--- config.mk ---
export PLATFORM = sky130hd
export DESIGN_NAME = llsc_monitor
export DESIGN_NICKNAME = d
export VERILOG_FILES = /design/src/rtl/llsc_pkg.sv /design/src/rtl/llsc_resv_slot.sv /design/src/rtl/llsc_cond_arb.sv /design/src/rtl/llsc_monitor.sv
export SDC_FILE = /design/constraint.sdc
export NUM_CORES = 1
export LEC_CHECK = 0
export ABC_CLOCK_PERIOD_IN_PS = 5600
export BUFFER_PORTS_ARGS = -buffer_cell sky130_fd_sc_hd__buf_2
export CAP_MARGIN = 0
export CELL_PAD_IN_SITES_DETAIL_PLACEMENT = 1
export CELL_PAD_IN_SITES_GLOBAL_PLACEMENT = 1
export CORE_UTILIZATION = 48
export CTS_BUF_LIST = sky130_fd_sc_hd__clkbuf_16
export DETAILED_ROUTE_END_ITERATION = 8
export HOLD_SLACK_MARGIN = 0.06
export PLACE_DENSITY_LB_ADDON = 0.05
export RECOVER_POWER = 100
export SLEW_MARGIN = 10
export SYNTH_ARGS = -nofsm -noshare
export SYNTH_HDL_FRONTEND = slang
export SYNTH_SLANG_ARGS = --single-unit
--- constraint.sdc ---
create_clock -name clk -period 5.6 [get_ports clk]
set_clock_uncertainty 0.1 [all_clocks]
set_input_delay 0 -clock clk [delete_from_list [all_inputs] [get_ports clk]]
set_output_delay 0 -clock clk [all_outputs]
set_load 0.02 [all_outputs]
--- src/rtl/llsc_pkg.sv ---
package llsc_pkg;
  typedef enum logic [1:0] {
    OP_LOAD  = 2'd0,
    OP_LINK  = 2'd1,
    OP_STORE = 2'd2,
    OP_COND  = 2'd3
  } mem_op_e;
endpackage

--- src/rtl/llsc_resv_slot.sv ---
// One reservation: valid flag plus reserved word address.
module llsc_resv_slot #(
  parameter int AW = 16
) (
  input  logic          clk,
  input  logic          rst_n,
  input  logic          set_en,
  input  logic          drop_en,
  input  logic [AW-1:0] set_addr,
  output logic          held,
  output logic [AW-1:0] held_addr
);
  always_ff @(posedge clk) begin
    if (!rst_n) begin
      held      <= 1'b0;
      held_addr <= '0;
    end else if (set_en) begin
      held      <= 1'b1;
      held_addr <= set_addr;
    end else if (drop_en) begin
      held      <= 1'b0;
    end
  end
endmodule

--- src/rtl/llsc_cond_arb.sv ---
// Fixed-priority resolution of same-cycle conditional stores.
module llsc_cond_arb #(
  parameter int N_REQ = 4,
  parameter int AW    = 16
) (
  input  logic [N_REQ-1:0]    cand,
  input  logic [N_REQ-1:0]    plain_st,
  input  logic [AW*N_REQ-1:0] addr_flat,
  output logic [N_REQ-1:0]    win
);
  always_comb begin
    for (int i = 0; i < N_REQ; i++) begin
      win[i] = cand[i];
      for (int j = 0; j < N_REQ; j++) begin
        if (j != i && addr_flat[AW*j +: AW] == addr_flat[AW*i +: AW]) begin
          if (plain_st[j]) win[i] = 1'b0;
          if (j < i && cand[j]) win[i] = 1'b0;
        end
      end
    end
  end
endmodule

--- src/rtl/llsc_monitor.sv ---
module llsc_monitor
  import llsc_pkg::*;
#(
  parameter int N_REQ = 4,
  parameter int AW    = 16
) (
  input  logic                clk,
  input  logic                rst_n,
  input  logic [N_REQ-1:0]    req_valid,
  input  logic [2*N_REQ-1:0]  req_op,
  input  logic [AW*N_REQ-1:0] req_addr,
  output logic [N_REQ-1:0]    mem_we,
  output logic [N_REQ-1:0]    sc_done,
  output logic [N_REQ-1:0]    sc_flag
);
  logic [N_REQ-1:0]    is_link, is_store, is_cond;
  logic [N_REQ-1:0]    held, cand, win, drop;
  logic [AW*N_REQ-1:0] held_addr;

  for (genvar g = 0; g < N_REQ; g++) begin : g_lane
    mem_op_e op;
    assign op          = mem_op_e'(req_op[2*g +: 2]);
    assign is_link[g]  = req_valid[g] && op == OP_LINK;
    assign is_store[g] = req_valid[g] && op == OP_STORE;
    assign is_cond[g]  = req_valid[g] && op == OP_COND;
    assign cand[g]     = is_cond[g] && held[g] &&
                         held_addr[AW*g +: AW] == req_addr[AW*g +: AW];

    llsc_resv_slot #(.AW(AW)) u_slot (
      .clk       (clk),
      .rst_n     (rst_n),
      .set_en    (is_link[g]),
      .drop_en   (drop[g]),
      .set_addr  (req_addr[AW*g +: AW]),
      .held      (held[g]),
      .held_addr (held_addr[AW*g +: AW])
    );
  end

  llsc_cond_arb #(.N_REQ(N_REQ), .AW(AW)) u_arb (
    .cand      (cand),
    .plain_st  (is_store),
    .addr_flat (req_addr),
    .win       (win)
  );

  assign mem_we  = is_store | win;
  assign sc_done = is_cond;
  assign sc_flag = win;

  // A reservation is dropped by its own conditional store or by any write
  // landing on the reserved word this cycle.
  always_comb begin
    for (int k = 0; k < N_REQ; k++) begin
      drop[k] = is_cond[k];
      for (int j = 0; j < N_REQ; j++) begin
        if (mem_we[j] && req_addr[AW*j +: AW] == held_addr[AW*k +: AW])
          drop[k] = 1'b1;
      end
    end
  end
endmodule

Yosys cells after proc, flatten, opt, wreduce, memory -nomap -nowiden
Cells that the tools add are included.
- bitwise logic cells: 1
- reduce and logical (&&, ||, !) cells: 40
- multiplexer cells: 54
- equality and inequality tests: 44
- operator list (cell ; count):
    $eq 16x16->1 ; 32
    $mux 1 ; 54
    $logic_and 1x1->1 ; 36
    $eq 2x2->1 const B ; 8
    $eq 2x1->1 const B ; 4
    $reduce_bool 2->1 ; 4
    $or 4x4->4 ; 1
- logic and storage cells: 147
- bits in registers: 68

Logic depth before layout (Yosys ltp)
Gate-level depths: netlist of run 1.
- depth after elaboration: 21
- gate-level depth with buffers: 9

Hierarchy
A second synthesis of run 1 with hierarchy kept.
- cell total of the unflattened synthesis: 793
- area total of the unflattened synthesis: 6946.7 um2
- modules (own cells, without submodules) (module ; area each (um2) ; seq. area each (um2) ; instances ; cells each):
    llsc_monitor ; 3234.4 ; 0.0 ; 1 ; 436
    llsc_resv_slot ; 649.4 ; 340.3 ; 4 ; 54
    llsc_cond_arb ; 1114.8 ; 0.0 ; 1 ; 141

Worst setup path before layout of run 1
Ideal clock, no wire load.
- kind: register to register
- start: register g_lane[0].u_slot.held_addr[10]
- end: register g_lane[3].u_slot.held
- path slack: 3230 ps
- clock period less this slack: 2370 ps
- stages on the path, launching flop included: 10
- path buffers: 1
- data arrival time: 2153 ps
- path through: dfxtp_1 buf_2 xnor2_1 nand4_1 nor4_2 a21boi_1 o22ai_1 o21ai_1 or2b_1 a32o_1
- elaborated cells on any way between the ends: 39
- RTL lines (item ; RTL line ; RTL):
    from (decl) ; llsc_resv_slot.sv:11 ; output logic [AW-1:0] held_addr
    from (signal assigned) ; llsc_resv_slot.sv:19 ; held_addr <= set_addr;
    $eq 16x16->1 * ; llsc_monitor.sv:27 ; held_addr[AW*g +: AW] == req_addr[AW*g +: AW];
    $logic_and 1x1->1 * ; llsc_monitor.sv:26 ; assign cand[g] = is_cond[g] && held[g] &&
    $mux 1 * ; llsc_cond_arb.sv:17 ; if (j < i && cand[j]) win[i] = 1'b0;
    $mux 1 * ; llsc_cond_arb.sv:15 ; if (j != i && addr_flat[AW*j +: AW] == addr_flat[AW*i +: AW]) begin
    $mux 1 ; llsc_cond_arb.sv:16 ; if (plain_st[j]) win[i] = 1'b0;
    $mux 1 ; llsc_cond_arb.sv:17 ;
    $mux 1 * ; llsc_cond_arb.sv:15 ;
    $mux 1 ; llsc_cond_arb.sv:16 ;
    $mux 1 ; llsc_cond_arb.sv:17 ;
    $mux 1 * ; llsc_cond_arb.sv:15 ;
    $or 4x4->4 * ; llsc_monitor.sv:47 ; assign mem_we = is_store | win;
    via mem_we[3] ; llsc_monitor.sv:12 ; output logic [N_REQ-1:0] mem_we,
    $logic_and 1x1->1 * ; llsc_monitor.sv:57 ; if (mem_we[j] && req_addr[AW*j +: AW] == held_addr[AW*k +: AW])
    $mux 1 * ; llsc_monitor.sv:57 ;
    $reduce_bool 2->1 (no source line) * ; n/a ;
    to (signal assigned) ; llsc_resv_slot.sv:15 ; held <= 1'b0;
    to (signal assigned) ; llsc_resv_slot.sv:18 ; held <= 1'b1;
    to (signal assigned) ; llsc_resv_slot.sv:21 ; held <= 1'b0;
    to (decl) ; llsc_resv_slot.sv:10 ; output logic held,
The timed path passes the listed nets; every way through them passes the cells marked *.
A chain may end at the register's enable or synchronous reset.

Worst setup path after layout of run 1
- start: input port req_addr[3]
- end: output port mem_we[3]
- longest elaborated chain between the ends: 11
- elaborated cells on any way between the ends: 12
- RTL lines (item ; RTL line ; RTL):
    from (decl) ; llsc_monitor.sv:11 ; input logic [AW*N_REQ-1:0] req_addr,
    $eq 16x16->1 ; llsc_monitor.sv:27 ;
    $logic_and 1x1->1 ; llsc_monitor.sv:26 ;
    $mux 1 ; llsc_cond_arb.sv:17 ;
    $mux 1 * ; llsc_cond_arb.sv:15 ;
    $mux 1 ; llsc_cond_arb.sv:16 ;
    $mux 1 ; llsc_cond_arb.sv:17 ;
    $mux 1 * ; llsc_cond_arb.sv:15 ;
    $mux 1 ; llsc_cond_arb.sv:16 ;
    $mux 1 ; llsc_cond_arb.sv:17 ;
    $mux 1 * ; llsc_cond_arb.sv:15 ;
    $or 4x4->4 * ; llsc_monitor.sv:47 ;
    to (decl) ; llsc_monitor.sv:12 ;
Mark *: on every way between the ends. The rest lies on a longest branch, timed or not.

==> results of run 1 <==
## power groups by stage
stage                     logic, µW  registers, µW  clock network [µW]
after floorplan                 359            514                   0
after detailed placement        436            549                   0
after CTS                       478            538                 573
final                           491            540                 569
after global routing            515            541                 599
after global placement          423            547                   0
## cells by family after synthesis
kind of cell    synth area share
compound gates            0.0711
xor+xnor                   0.432
simple gates               0.201
buf+inv                    0.111
flops                      0.185
## routing by layer
metal	part of all wire	GRT usage	vias up
met5	0	0	-
met4	0.066	0.295	0
met2	0.45	0.679	473
met1	0.38	0.518	3588
met3	0.11	0.0777	139
li1	-	-	3112
## cells in the mapped netlist, drive strengths merged
library cell,number
nor4,37
inv,2
a21boi,1
o221ai,1
nand2,139
nand3,2
or2b,1
o31a,1
o2bb2ai,1
a22oi,3
and3b,2
o21ai,4
xnor2,272
dfxtp,68
clkbuf,50
buf,98
a22o,3
and2,2
nand3b,6
and3,4
o22ai,1
a221oi,2
a32o,1
a21oi,66
xor2,80
or3,1
nand4,73
or2,4
and4,1
o2111a,1
nor2,9
nand2b,1
a31oi,2
a211oi,1
nor3,2
## worst min-delay path by stage
stage	startpoint	endpoint	depth (start not counted)
detailed placement	rst_n	g_lane[3].u_slot.held	2
global placement	rst_n	g_lane[3].u_slot.held	2
CTS	req_op[7]	g_lane[3].u_slot.held	3
finish	req_op[7]	g_lane[3].u_slot.held	3
global route	req_op[5]	g_lane[2].u_slot.held_addr[1]	5
floorplan	req_op[0]	mem_we[0]	1
## metrics by stage
stage	power, µW	instances	worst slack [ns]	hold WS, ns	instance area, µm²
after floorplan	873	942	3.23	0.0102	7340
after global placement	970	1068	2.86	0.261	7220
after detailed placement	985	1068	2.73	0.273	7220
after CTS	1590	1164	2.58	0.0770	8310
after global routing	1660	1164	1.40	0.132	8290
final	1600	1164	1.72	0.0907	8290
## worst max-delay path: stages
cell and delay, ns:
dlygate4sd3_1 0.52, clkbuf_1 0.70, xnor2_1 0.21, nand4_1 0.14
nor4_1 0.89, a21boi_0 0.48, o22ai_1 0.33, o21ai_0 0.26
buf_2 0.25
## timing repair
item / 4_1_cts / 5_1_grt
endpoints found under the hold margin: 68 / 0
endpoints found under the setup margin: 0 / 0
hold buffers: 81 / 0
## area by class of cell
| type | instances | area, µm² |
|---|---|---|
| clock inverter | 6 | 56.3 |
| inverter | 2 | 8.76 |
| timing repair buffer | 171 | 1250 |
| sequential | 68 | 1360 |
| fill | 1806 | 6410 |
| tap | 184 | 230 |
| clock buffer | 9 | 225 |
| multi-input combinational | 724 | 5150 |
## flip-flops by register name, summed over array words and instances, names as in the netlist
register / cells
g_lane.u_slot.held: 4
g_lane.u_slot.held_addr: 64
==> metrics.yaml, run 1 <==
synth_cell_type_count: 50
die_w_um: 126
drive_gt1_frac: 0.117
final_max_slew_viol_count: 66
power_switching_share: 0.346
clk_latency_ns: 0.36
cts_setup_buffers: 0
final_cell_mix: "xnor2_1, nand2_1, dlygate4sd3_1, xor2_1, buf_2"
rr_startpoint: "g_lane[0].u_slot.held_addr[8]"
seq_area_frac_synth: 0.185
syn-cell-area_mm2: 0.00734
min_period_ns: 3.88
tightest_slew_ns: 2.51
first_global_vias: 7730
fin_nets: 1054
finalSetupViolations: 0
core_mm2: 0.0147
violations: "DRC, capacitance limit, slew limit"
globalRouteOverflowTotal: 0
yosysTopAreaCellShare: 0.316
final_common_cell: "xnor2_1"
outcome: "complete, but fails checks"
h-tree-depth: 3
fmax_ghz: 0.258
crit_end: "mem_we[3]"
cts_max_path_buffers: 2
area_delta_synth_final_pct: 12.9
drc_errors: 7
clk_pin_slew_ns: 0.06
cts_resized: 0
rr_worst_depth: 8
yosys-top-cells-area: "xnor2_1, dfxtp_1, xor2_1"
cap_violations: 1
insertedDiodeCount: 0
synth_warnings: 0
power.internal_uw: 1050
postSynthCellCount: 942
final_util: 0.564
fp.dieH_um: 126
cts_buffers: 9
hold_violations: 0
cts_root_buf: "clkbuf_16"
via_per_inst: 6.28
rows: 44
fin_tns_setup_ns: 0
reg2reg_slack_ns: 2.27
grt_pass1_wl_um: 48500
netSwitchingPower_uw: 554
synthesis.nets: 1020
p_seq_frac: 0.337
period_share: 0.693
hpwl_um: 21500
combPwrFrac: 0.307
ys_seq_elements: 68
crit_required_ns: 5.50
die_area_mm2: 0.0158
antenna_found_initial: 0
crit_arrival_ns: 3.78
track_usage: 0.425
ios: 90
hp-class: "in -> reg"
initial_core_util: 0.499
drtIter0Drc: 708
ant_nets: 0
critPathCaptureType: "primary output"
synth_area_leader_cell: "xnor2_1"
vias: 7312
cp_max_fo: 8
critPathLaunchType: "input pin"
p_per_area_mw_per_mm2: 193
crit_type: "in -> out"
wl_per_cell_um: 28.1
p_leak_uw: 0.00257
cts.sinks: 68
grt_max_degree: 66
first_pass_iters: 9
worstReg2RegEnd: "g_lane[3].u_slot.held"
routed_wl_um: 32700
cts_tree: "yes"
portBuffers: 89
power_frac_clock: 0.356
gp_congestion: 0.981
vdd_drop_max_mv: 0.141
critPathLaunch: "req_addr[3]"
rsz0062_at_grt: "no"
syn_avg_cell_area_um2: 7.79
max-slew-margin-rel: -0.680
Power figures use the tool's default switching activity.
==> inputs of run 2 (changes only) <==
ABC_CLOCK_PERIOD_IN_PS = 3400   (was 5600)
CORE_UTILIZATION = 40   (was 48)
clock period = 3.4 ns   (was 5.6 ns; I/O delays follow)
==> run 2 against run 1 <==
Clock power grew 83%. Utilization shrank 9.7 points. Largest cell class unchanged. Global-route usage shrank 5.4 points. Highest routed layer unchanged. Via count shrank 2.4%. Design area grew 1.2%. Cell count grew 4.2%. The flow finishes with violations (capacitance limit, slew limit). Sequential cell count is the same.
==> metrics.yaml, run 2 (synthesis gave the netlist of run 1 again) <==
hold_violations: 0  # unchanged
final_cell_mix: "xnor2_1, nand2_1, buf_2, dlygate4sd3_1, xor2_1"
gp_congestion: 0.964  # -1.7%
insertedDiodeCount: 0  # unchanged
grt_pass1_wl_um: 48800  # +0.60%
p_leak_uw: 0.00261  # +1.4%
cts_buffers: 9  # unchanged
crit_chain: "dlygate4sd3_1 > buf_2 > xnor2_2 > nand4_2 > nor4_1 > a31oi_1 > o21ai_0 > o21ai_0 > buf_2"
p_per_area_mw_per_mm2: 326  # +69%
critPathMaxStageDelay_ns: 0.60  # -0.29 ns
largest_reg_flops: 64  # unchanged
final_common_cell: "xnor2_1"
initial_core_util: 0.409  # -0.0907
antenna_found_initial: 0  # unchanged
rows: 49  # +11%
first_pass_iters: 5  # -4
die_w_um: 137  # +9.4%
min_from: "req_op[7]"
grt_max_degree: 47  # -29%
worstReg2RegEnd: "g_lane[3].u_slot.held"
fp.dieH_um: 137  # +9.4%
period_share: 0.890
rr_worst_depth: 8  # unchanged
final_max_slew_viol_count: 47  # -29%
cap_violations: 1  # unchanged
finalSetupViolations: 0  # unchanged
die_area_mm2: 0.0189  # +20%
clk_latency_ns: 0.35  # about the same
final_area_mm2: 0.00838  # +1.2%
hpwl_um: 22500  # +4.6%
max-slew-margin-rel: -0.192  # +0.488
rr_startpoint: "g_lane[1].u_slot.held_addr[8]"
place_area_mm2: 0.00730  # +1.1%
cts_resized: 0  # unchanged
vias: 7134  # -2.4%
placedCellCount: 1116  # +4.5%
fin_tns_setup_ns: 0  # unchanged
ios: 90  # unchanged
drc_errors: 0  # -7
crit_type: "in -> out"
via_per_inst: 5.88  # -6.4%
fmax_ghz: 0.331
portBuffers: 89  # unchanged
globalRouteOverflowTotal: 0  # unchanged
drive_gt1_frac: 0.120  # +0.00257
critPathLaunchType: "input pin"
h-tree-depth: 3  # unchanged
clk_pin_slew_ns: 0.06  # about the same
crit_arrival_ns: 2.93  # -0.85 ns
rsz0062_at_grt: "no"
vdd_drop_max_mv: 0.223  # +59%
area_delta_synth_final_pct: 14.2
cts_root_buf: "clkbuf_16"
critPathCaptureType: "primary output"
violations: "capacitance limit, slew limit"
track_usage: 0.371  # -0.0536
holdPathStages: 3  # unchanged
drtIter0Drc: 460  # -35%
min_period_ns: 3.03
fillers: 2177  # +21%
cts_tree: "yes"
crit_required_ns: 3.30  # -2.20 ns
routed_wl_um: 34100  # +4.2%
slowest_stage: "nor4_1"
cp_max_fo: 8  # unchanged
cts_max_path_buffers: 2  # unchanged
ant_nets: 0  # unchanged
core_mm2: 0.0180  # +22%
hold-path-endpoint: "g_lane[3].u_slot.held"
hp-class: "in -> reg"
cp_num_buf_inv: 3  # unchanged
reg2reg_slack_ns: 0.51  # -1.76 ns
outcome: "complete, but fails checks"
reg.largest.list: "g_lane.u_slot.held_addr x64, g_lane.u_slot.held x4"
fin_nets: 1057  # +0.28%
cts.sinks: 68  # unchanged
critPathTopFamily: "buffers and inverters"
fin_cells: 1213  # +4.2%
tightest_slew_ns: 1.79  # -0.720 ns
wl_per_cell_um: 28.1  # about the same
first_global_vias: 7265  # -6.0%
regMostFlops: "g_lane.u_slot.held_addr"
## run 2: cell count changes in the layout (fill, tap and decap cells not counted), moves of 2 or more
| cell | change |
|---|---|
| buf_4 | +2 |
| buf_2 | +3 |
| clkbuf_1 | -2 |
| clkinv_2 | -2 |
| inv_1 | +3 |
## run 2: tightest hold or removal path, stage by stage
cell,delay [ns]
buf_2,0.11
nor2_2,0.15
a32o_1,0.24
## run 2: how the worst max path moves through the flow
stage	startpoint	endpoint	slack, ns	cells after the start
CTS	req_addr[34]	mem_we[2]	0.56	9
finish	req_addr[30]	mem_we[3]	0.37	9
global placement	g_lane[2].u_slot.held_addr[15]	g_lane[2].u_slot.held	0.84	9
floorplan	g_lane[0].u_slot.held_addr[10]	g_lane[3].u_slot.held	1.03	9
detailed placement	g_lane[0].u_slot.held_addr[1]	g_lane[2].u_slot.held	0.79	8
global route	g_lane[1].u_slot.held_addr[2]	mem_we[3]	0.17	7
## run 2: metal layers
layer  up-vias  track usage  wire, µm
met5         -            0         0
met4         0        0.168      1450
met3        99       0.0592      2320
met2       362        0.606     15800
met1      3556        0.477     14500
li1       3117            -         -
## run 2: what timing repair did
| item | 4_1_cts | 5_1_grt |
|---|---|---|
| endpoints found under the setup margin | 0 | 0 |
| buffers inserted | 0 | 0 |
| endpoints found under the hold margin | 68 | 0 |
| hold buffers | 81 | 0 |
## run 2: power by group
group          internal, µW  switching [µW]
logic                   342             464
clock network           634             405
registers               824            66.0
total                  1800             934
## run 2: final cells by class
cell class / instances / area, µm² / area share
sequential: 68 / 1360 / 0.162
tap: 229 / 287 / 0.0342
multi-input combinational: 724 / 5140 / 0.614
timing repair buffer: 174 / 1270 / 0.152
inverter: 2 / 7.51 / 0.000896
clock inverter: 7 / 83.8 / 0.0100
clock buffer: 9 / 225 / 0.0269
## run 2: through the flow
| step | hold slack [ns] | util | setup slack [ns] | total power [µW] |
|---|---|---|---|---|
| global route | 0.115 | 0.467 | 0.169 | 2820 |
| floorplan | 0.0102 | - | 1.03 | 1440 |
| CTS | 0.0975 | 0.469 | 0.556 | 2730 |
| detailed placement | 0.262 | 0.406 | 0.789 | 1630 |
| global placement | 0.255 | 0.406 | 0.835 | 1620 |
| finish | 0.101 | 0.467 | 0.375 | 2730 |
